### src/rtl/bias_smb_pkg.sv
package bias_smb_pkg;

  // one profile: run (1 = running, 0 = shutdown) and panel enable
  typedef struct packed {
    logic run;
    logic pnl;
  } prof_t;

  typedef enum logic [2:0] {
    ST_IDLE,
    ST_ADDR,
    ST_AACK,
    ST_WDAT,
    ST_DACK,
    ST_RDAT,
    ST_RACK
  } smb_st_e;

  // data byte field positions (the bench decodes these too)
  localparam int unsigned SEL_POS = 7;
  localparam int unsigned RUN_POS = 6;
  localparam int unsigned PNL_POS = 5;
  localparam int unsigned LVL_W   = 5;

  localparam prof_t PROF_RST = '{run: 1'b1, pnl: 1'b0};

  function automatic prof_t byte_to_prof(input logic [7:0] b);
    prof_t p;
    p.run = b[RUN_POS];
    p.pnl = b[PNL_POS];
    return p;
  endfunction

  function automatic logic byte_sel_opr(input logic [7:0] b);
    return b[SEL_POS];
  endfunction

  function automatic logic [LVL_W-1:0] byte_level(input logic [7:0] b);
    return b[LVL_W-1:0];
  endfunction

  function automatic logic [7:0] status_pack(input prof_t act, input logic sus,
                                             input logic pok);
    return {act.run, act.pnl, sus, pok, 4'b0000};
  endfunction

endpackage

### src/rtl/bias_smb_sync.sv
module bias_smb_sync #(
  parameter int unsigned WIDTH  = 4,
  parameter int unsigned STAGES = 2,
  parameter logic [WIDTH-1:0] RST_VAL = '0
) (
  input  logic             clk,
  input  logic             rst_n,
  input  logic [WIDTH-1:0] d_i,
  output logic [WIDTH-1:0] q_o
);

  logic [WIDTH-1:0] chain [STAGES];

  for (genvar s = 0; s < STAGES; s++) begin : g_stage
    always_ff @(posedge clk or negedge rst_n) begin
      if (!rst_n) begin
        chain[s] <= RST_VAL;
      end else if (s == 0) begin
        chain[s] <= d_i;
      end else begin
        chain[s] <= chain[(s == 0) ? 0 : s-1];
      end
    end
  end

  assign q_o = chain[STAGES-1];

endmodule

### src/rtl/bias_smb_link.sv
module bias_smb_link
  import bias_smb_pkg::*;
#(
  parameter logic [6:0] SLV_ADDR = 7'b0101100
) (
  input  logic       clk,
  input  logic       rst_n,
  input  logic       scl_s,
  input  logic       sda_s,
  input  logic [7:0] status_byte,
  output logic       wr_stb,
  output logic [7:0] wr_byte,
  output logic       sda_pull,
  output logic       addr_reject,
  output logic       ack_slot,
  output logic       tx_slot
);

  localparam logic [3:0] BITS_PER_BYTE = 4'd8;

  logic    scl_prev, sda_prev;
  logic    scl_rise, scl_fall, start_ev, stop_ev;
  smb_st_e st;
  logic [3:0] bit_cnt;
  logic [7:0] rx_sr, tx_sr;
  logic       rd_mode, master_ack;
  logic       byte_done;

  always_ff @(posedge clk or negedge rst_n) begin
    if (!rst_n) begin
      scl_prev <= 1'b1;
      sda_prev <= 1'b1;
    end else begin
      scl_prev <= scl_s;
      sda_prev <= sda_s;
    end
  end

  assign scl_rise  = scl_s & ~scl_prev;
  assign scl_fall  = ~scl_s & scl_prev;
  assign start_ev  = scl_s & scl_prev & sda_prev & ~sda_s;
  assign stop_ev   = scl_s & scl_prev & ~sda_prev & sda_s;
  assign byte_done = scl_fall && (bit_cnt == BITS_PER_BYTE);

  always_ff @(posedge clk or negedge rst_n) begin
    if (!rst_n) begin
      st          <= ST_IDLE;
      bit_cnt     <= '0;
      rx_sr       <= '0;
      tx_sr       <= '0;
      rd_mode     <= 1'b0;
      master_ack  <= 1'b0;
      sda_pull    <= 1'b0;
      wr_stb      <= 1'b0;
      wr_byte     <= '0;
      addr_reject <= 1'b0;
    end else begin
      wr_stb      <= 1'b0;
      addr_reject <= 1'b0;
      if (start_ev) begin
        st       <= ST_ADDR;
        bit_cnt  <= '0;
        sda_pull <= 1'b0;
      end else if (stop_ev) begin
        st       <= ST_IDLE;
        sda_pull <= 1'b0;
      end else begin
        unique case (st)
          ST_IDLE: ;
          ST_ADDR: begin
            if (scl_rise) begin
              rx_sr   <= {rx_sr[6:0], sda_s};
              bit_cnt <= bit_cnt + 4'd1;
            end else if (byte_done) begin
              if (rx_sr[7:1] == SLV_ADDR) begin
                rd_mode  <= rx_sr[0];
                sda_pull <= 1'b1;
                st       <= ST_AACK;
              end else begin
                addr_reject <= 1'b1;
                st          <= ST_IDLE;
              end
            end
          end
          ST_AACK: begin
            if (scl_fall) begin
              bit_cnt <= '0;
              if (rd_mode) begin
                tx_sr    <= status_byte;
                sda_pull <= ~status_byte[7];
                st       <= ST_RDAT;
              end else begin
                sda_pull <= 1'b0;
                st       <= ST_WDAT;
              end
            end
          end
          ST_WDAT: begin
            if (scl_rise) begin
              rx_sr   <= {rx_sr[6:0], sda_s};
              bit_cnt <= bit_cnt + 4'd1;
            end else if (byte_done) begin
              wr_stb   <= 1'b1;
              wr_byte  <= rx_sr;
              sda_pull <= 1'b1;
              st       <= ST_DACK;
            end
          end
          ST_DACK: begin
            if (scl_fall) begin
              sda_pull <= 1'b0;
              bit_cnt  <= '0;
              st       <= ST_WDAT;
            end
          end
          ST_RDAT: begin
            if (scl_rise) begin
              bit_cnt <= bit_cnt + 4'd1;
            end else if (byte_done) begin
              sda_pull <= 1'b0;
              st       <= ST_RACK;
            end else if (scl_fall) begin
              tx_sr    <= {tx_sr[6:0], 1'b0};
              sda_pull <= ~tx_sr[6];
            end
          end
          ST_RACK: begin
            if (scl_rise) begin
              master_ack <= ~sda_s;
            end else if (scl_fall) begin
              if (master_ack) begin
                bit_cnt  <= '0;
                tx_sr    <= status_byte;
                sda_pull <= ~status_byte[7];
                st       <= ST_RDAT;
              end else begin
                st <= ST_IDLE;
              end
            end
          end
          default: st <= ST_IDLE;
        endcase
      end
    end
  end

  assign ack_slot = (st == ST_AACK) || (st == ST_DACK);
  assign tx_slot  = (st == ST_RDAT);

endmodule

### src/rtl/bias_prof_regs.sv
module bias_prof_regs
  import bias_smb_pkg::*;
#(
  parameter int unsigned DAC_W = LVL_W
) (
  input  logic             clk,
  input  logic             rst_n,
  input  logic             wr_stb,
  input  logic [7:0]       wr_byte,
  input  logic             sus_s,
  input  logic             pok_s,
  output logic [DAC_W-1:0] dac_code,
  output prof_t            opr_prof,
  output prof_t            sus_prof,
  output prof_t            act_prof,
  output logic             run_q,
  output logic             pnl_q
);

  localparam logic [DAC_W-1:0] DAC_MID = DAC_W'(1) << (DAC_W-1);

  always_ff @(posedge clk or negedge rst_n) begin
    if (!rst_n) begin
      dac_code <= DAC_MID;
      opr_prof <= PROF_RST;
      sus_prof <= PROF_RST;
    end else if (wr_stb) begin
      dac_code <= DAC_W'(byte_level(wr_byte));
      if (byte_sel_opr(wr_byte)) opr_prof <= byte_to_prof(wr_byte);
      else                       sus_prof <= byte_to_prof(wr_byte);
    end
  end

  assign act_prof = sus_s ? opr_prof : sus_prof;

  always_ff @(posedge clk or negedge rst_n) begin
    if (!rst_n) begin
      run_q <= PROF_RST.run;
      pnl_q <= 1'b0;
    end else begin
      run_q <= act_prof.run;
      pnl_q <= act_prof.pnl & pok_s;
    end
  end

endmodule

### src/rtl/bias_smb_ctrl.sv
module bias_smb_ctrl
  import bias_smb_pkg::*;
#(
  parameter logic [6:0]  SLV_ADDR    = 7'b0101100,
  parameter int unsigned SYNC_STAGES = 2,
  parameter int unsigned DAC_W       = LVL_W
) (
  input  logic             clk,
  input  logic             rst_n,
  input  logic             scl_i,
  input  logic             sda_i,
  output logic             sda_pull_o,
  input  logic             sus_pin_i,
  input  logic             pwr_ok_i,
  output logic             run_o,
  output logic             panel_en_o,
  output logic [DAC_W-1:0] dac_code_o
);

  localparam int unsigned N_SYNC = 4;

  logic [N_SYNC-1:0] raw_in, synced;
  logic  scl_s, sda_s, sus_s, pok_s;
  logic  wr_stb, addr_reject, ack_slot, tx_slot;
  logic [7:0] wr_byte, status_byte;
  prof_t opr_prof, sus_prof, act_prof;

  assign raw_in = {scl_i, sda_i, sus_pin_i, pwr_ok_i};

  bias_smb_sync #(
    .WIDTH  (N_SYNC),
    .STAGES (SYNC_STAGES),
    .RST_VAL(4'b1100)
  ) u_sync (
    .clk  (clk),
    .rst_n(rst_n),
    .d_i  (raw_in),
    .q_o  (synced)
  );

  assign {scl_s, sda_s, sus_s, pok_s} = synced;

  assign status_byte = status_pack(act_prof, sus_s, pok_s);

  bias_smb_link #(
    .SLV_ADDR(SLV_ADDR)
  ) u_link (
    .clk        (clk),
    .rst_n      (rst_n),
    .scl_s      (scl_s),
    .sda_s      (sda_s),
    .status_byte(status_byte),
    .wr_stb     (wr_stb),
    .wr_byte    (wr_byte),
    .sda_pull   (sda_pull_o),
    .addr_reject(addr_reject),
    .ack_slot   (ack_slot),
    .tx_slot    (tx_slot)
  );

  bias_prof_regs #(
    .DAC_W(DAC_W)
  ) u_regs (
    .clk     (clk),
    .rst_n   (rst_n),
    .wr_stb  (wr_stb),
    .wr_byte (wr_byte),
    .sus_s   (sus_s),
    .pok_s   (pok_s),
    .dac_code(dac_code_o),
    .opr_prof(opr_prof),
    .sus_prof(sus_prof),
    .act_prof(act_prof),
    .run_q   (run_o),
    .pnl_q   (panel_en_o)
  );

endmodule

### config.mk
export PLATFORM = sky130hd
export DESIGN_NAME = bias_smb_ctrl
export DESIGN_NICKNAME = d
export VERILOG_FILES = /design/src/rtl/bias_smb_pkg.sv /design/src/rtl/bias_smb_sync.sv /design/src/rtl/bias_smb_link.sv /design/src/rtl/bias_prof_regs.sv /design/src/rtl/bias_smb_ctrl.sv
export SDC_FILE = /design/constraint.sdc
export NUM_CORES = 1
export LEC_CHECK = 0
export ABC_AREA = 1
export BUFFER_PORTS_ARGS = -buffer_cell sky130_fd_sc_hd__clkbuf_2
export CAP_MARGIN = 20
export CORE_MARGIN = 2
export CORE_UTILIZATION = 35
export CTS_CLUSTER_DIAMETER = 150
export DETAILED_ROUTE_END_ITERATION = 10
export PLACE_DENSITY = 0.48
export SYNTH_ARGS = -nofsm -noshare
export SYNTH_HDL_FRONTEND = slang
export SYNTH_HIERARCHICAL = 1
export SYNTH_SLANG_ARGS = --single-unit
### constraint.sdc
create_clock -name clk -period 2.68 [get_ports clk]
set_input_delay 0.134 -clock clk [delete_from_list [all_inputs] [get_ports clk]]
set_output_delay 0.134 -clock clk [all_outputs]
set_load 0.005 [all_outputs]
==> metrics.yaml <==
hold_path:
  min_path_type: "flip-flop to flip-flop"
  holdPathStages: 0
global_route:
  grt_pass1_vias: 2027
  grt.total_usage_pct: 13.8
  antenna_found_initial: 0
  grt_first_pass_wirelength_um: 9370
  overflow: 0
  grt_max_degree: 56
routing:
  wire_per_inst_um: 11.5
  firstDrtPassIters: 4
  vias: 2013
  drtAntennaViolNets: 0
  routed_via_density: 4.50
  drc_errors: 0
  drt_iter0_markers: 99
  routed_wl_um: 5150
power:
  power_density_nw_per_um2: 530
  leakage_nw: 1.49
  vdd_drop_max_uv: 194
  power.total_mw: 1.62
critical_path:
  critPathArrivalTime_ns: 1.98
  worst-setup-path-type: "flip-flop to flip-flop"
  crit_chain: "clkinv_2 > nor2_8 > nand2_2 > nand2_2 > nor2_4 > nand3_4 > nand2_1 > o21ai_2"
  crit_family: "simple AND/OR/NAND/NOR gates"
  cp_common_cell: "nand2_2"
  cp.depth: 8
  required_ns: 2.91
  critPathMaxStageDelay_ns: 0.63
  endpoint_kind: "flip-flop"
  reg2reg_depth: 8
  crit_fanout: 14
  cp-start-kind: "flip-flop"
  crit_buf_inv: 1
  crit_slowest_cell: "dfrtp_1"
sta:
  worst_hold_slack_ns: 0.359
  slew_viol_final: 0
  post-route-period-util_pct: 65.2
  rsz0062_at_grt: "no"
  hold_viol: 0
  tightest_slew_ns: 0.689
  fmax_mhz: 572
  worst_slack_ns: 0.932
  min_period_ns: 1.75
  relSlewSlack_pct: 54.1
  finClkSkew_ns: 0.00515
  setup_violations: 0
  tns_ns: 0
placement:
  gp_congestion: 0.916
  place_area_um2: 2880
  pre_cts_ws_ns: 0.950
  io_buffers: 13
  placed_cells: 434
  dpl.hpwl_um: 3680
die:
  start_util_pct: 35.9
  die_height_um: 92.6
  die_w_um: 92.6
  core_area_um2: 7650
  dieArea_um2: 8570
  fp-row-count: 32
  io_pins: 14
layout:
  finalInstanceArea_um2: 3060
  area_delta_synth_final_pct: 11.6
  multi_input_area_um2: 1150
  drive_gt1_share_pct: 20.9
  n_fill_cell: 809
  seq_area_um2: 1390
  antennaDiodeCount: 0
  utilization_pct: 40.1
  final_cell_count_no_fill: 447
  nets: 352
clocking:
  cts_num_sinks: 55
  numCtsBuffers: 5
  clkLatencyLatePin_ns: 0.31
  cts-root-buf: "clkbuf_8"
  cts_tree: "yes"
  clkTransAtPathRegs_ns: 0.10
  cts_buffer_depth: 2
  htreeDepth: 2
  postCtsSetupBuffers: 0
logic_synthesis:
  yosysWarnings: 6
  avgSynthCellArea_um2: 8.45
  synthCells: 325
  syn_area_um2: 2750
job:
  drv_cap: 0
outcome:
  status: "completed"
[worst register-to-register path, delay by kind of cell, from the launching register on]
kind / cells / cell delay [ns]
AND/OR/NAND/NOR: 6 / 0.75
flip-flops: 1 / 0.63
buffers and inverters: 1 / 0.24
AO/OA/AOI/OAI: 1 / 0.06
[sequential cells by signal, indices dropped and copies added (netlist names), 2 cells and up]
register,cells
u_link/st,3
u_link/bit_cnt,4
u_regs/sus_prof,2
u_regs/opr_prof,2
u_link/wr_byte,8
u_link/tx_sr,7
u_regs/dac_code,5
u_sync/chain,4
u_sync/q_o,4
u_link/rx_sr,8
[final cells by class]
class	instances	share of cell area (%)
Inverter	38	4.70
Timing Repair Buffer	19	4.00
Clock inverter	2	1.96
Tap cell	102	4.17
Clock buffer	6	2.37
Multi-Input combinational cell	225	37.5
Sequential cell	55	45.3
[path summary, 6_finish.rpt]
kind	start	endpoint	slack (ns)
min in group asynchronous	rst_n	u_sync/chain[5]$_DFF_PN0_	0.48
max in group asynchronous	rst_n	u_link/bit_cnt[0]$_DFFE_PN0P_	1.74
min reg2reg	u_sync/chain[5]$_DFF_PN0_	u_sync/q_o[1]$_DFF_PN0_	0.36
max	u_link/st[0]$_DFFE_PN0P_	u_link/tx_sr[1]$_DFFE_PN0P_	0.93
min	u_sync/chain[5]$_DFF_PN0_	u_sync/q_o[1]$_DFF_PN0_	0.36
max reg2reg	u_link/st[0]$_DFFE_PN0P_	u_link/tx_sr[1]$_DFFE_PN0P_	0.93
[report_power, final]
part	internal, mW	total, mW	switching (mW)
logic	0.0361	0.108	0.0719
clock network	0.373	0.636	0.262
registers	0.857	0.878	0.0216
total	1.27	1.62	0.356
[routing by layer]
| metal | GRT usage, % | wire length [um] |
|---|---|---|
| met1 | 18.9 | 2480 |
| met2 | 21.7 | 2420 |
| met3 | 2.69 | 165 |
| met4 | 4.85 | 78 |
| met5 | 0 | 0 |
[repair_timing]
action	CTS	global route
hold endpoints to repair	49	0
hold buffers	5	0
resized for setup	0	0
endpoints found under the setup margin	0	0
[cell usage in the layout (no fill, tap or decap), drive strengths merged, types with 5 or more instances in the layout]
cell type    instances
nor2                28
clkbuf              19
dfstp               10
nand2              118
mux2i                6
dlygate4sd3          5
a21oi                8
dfrtp               45
inv                 37
o21ai               32
nand3               23
Power figures use the tool's default switching activity.
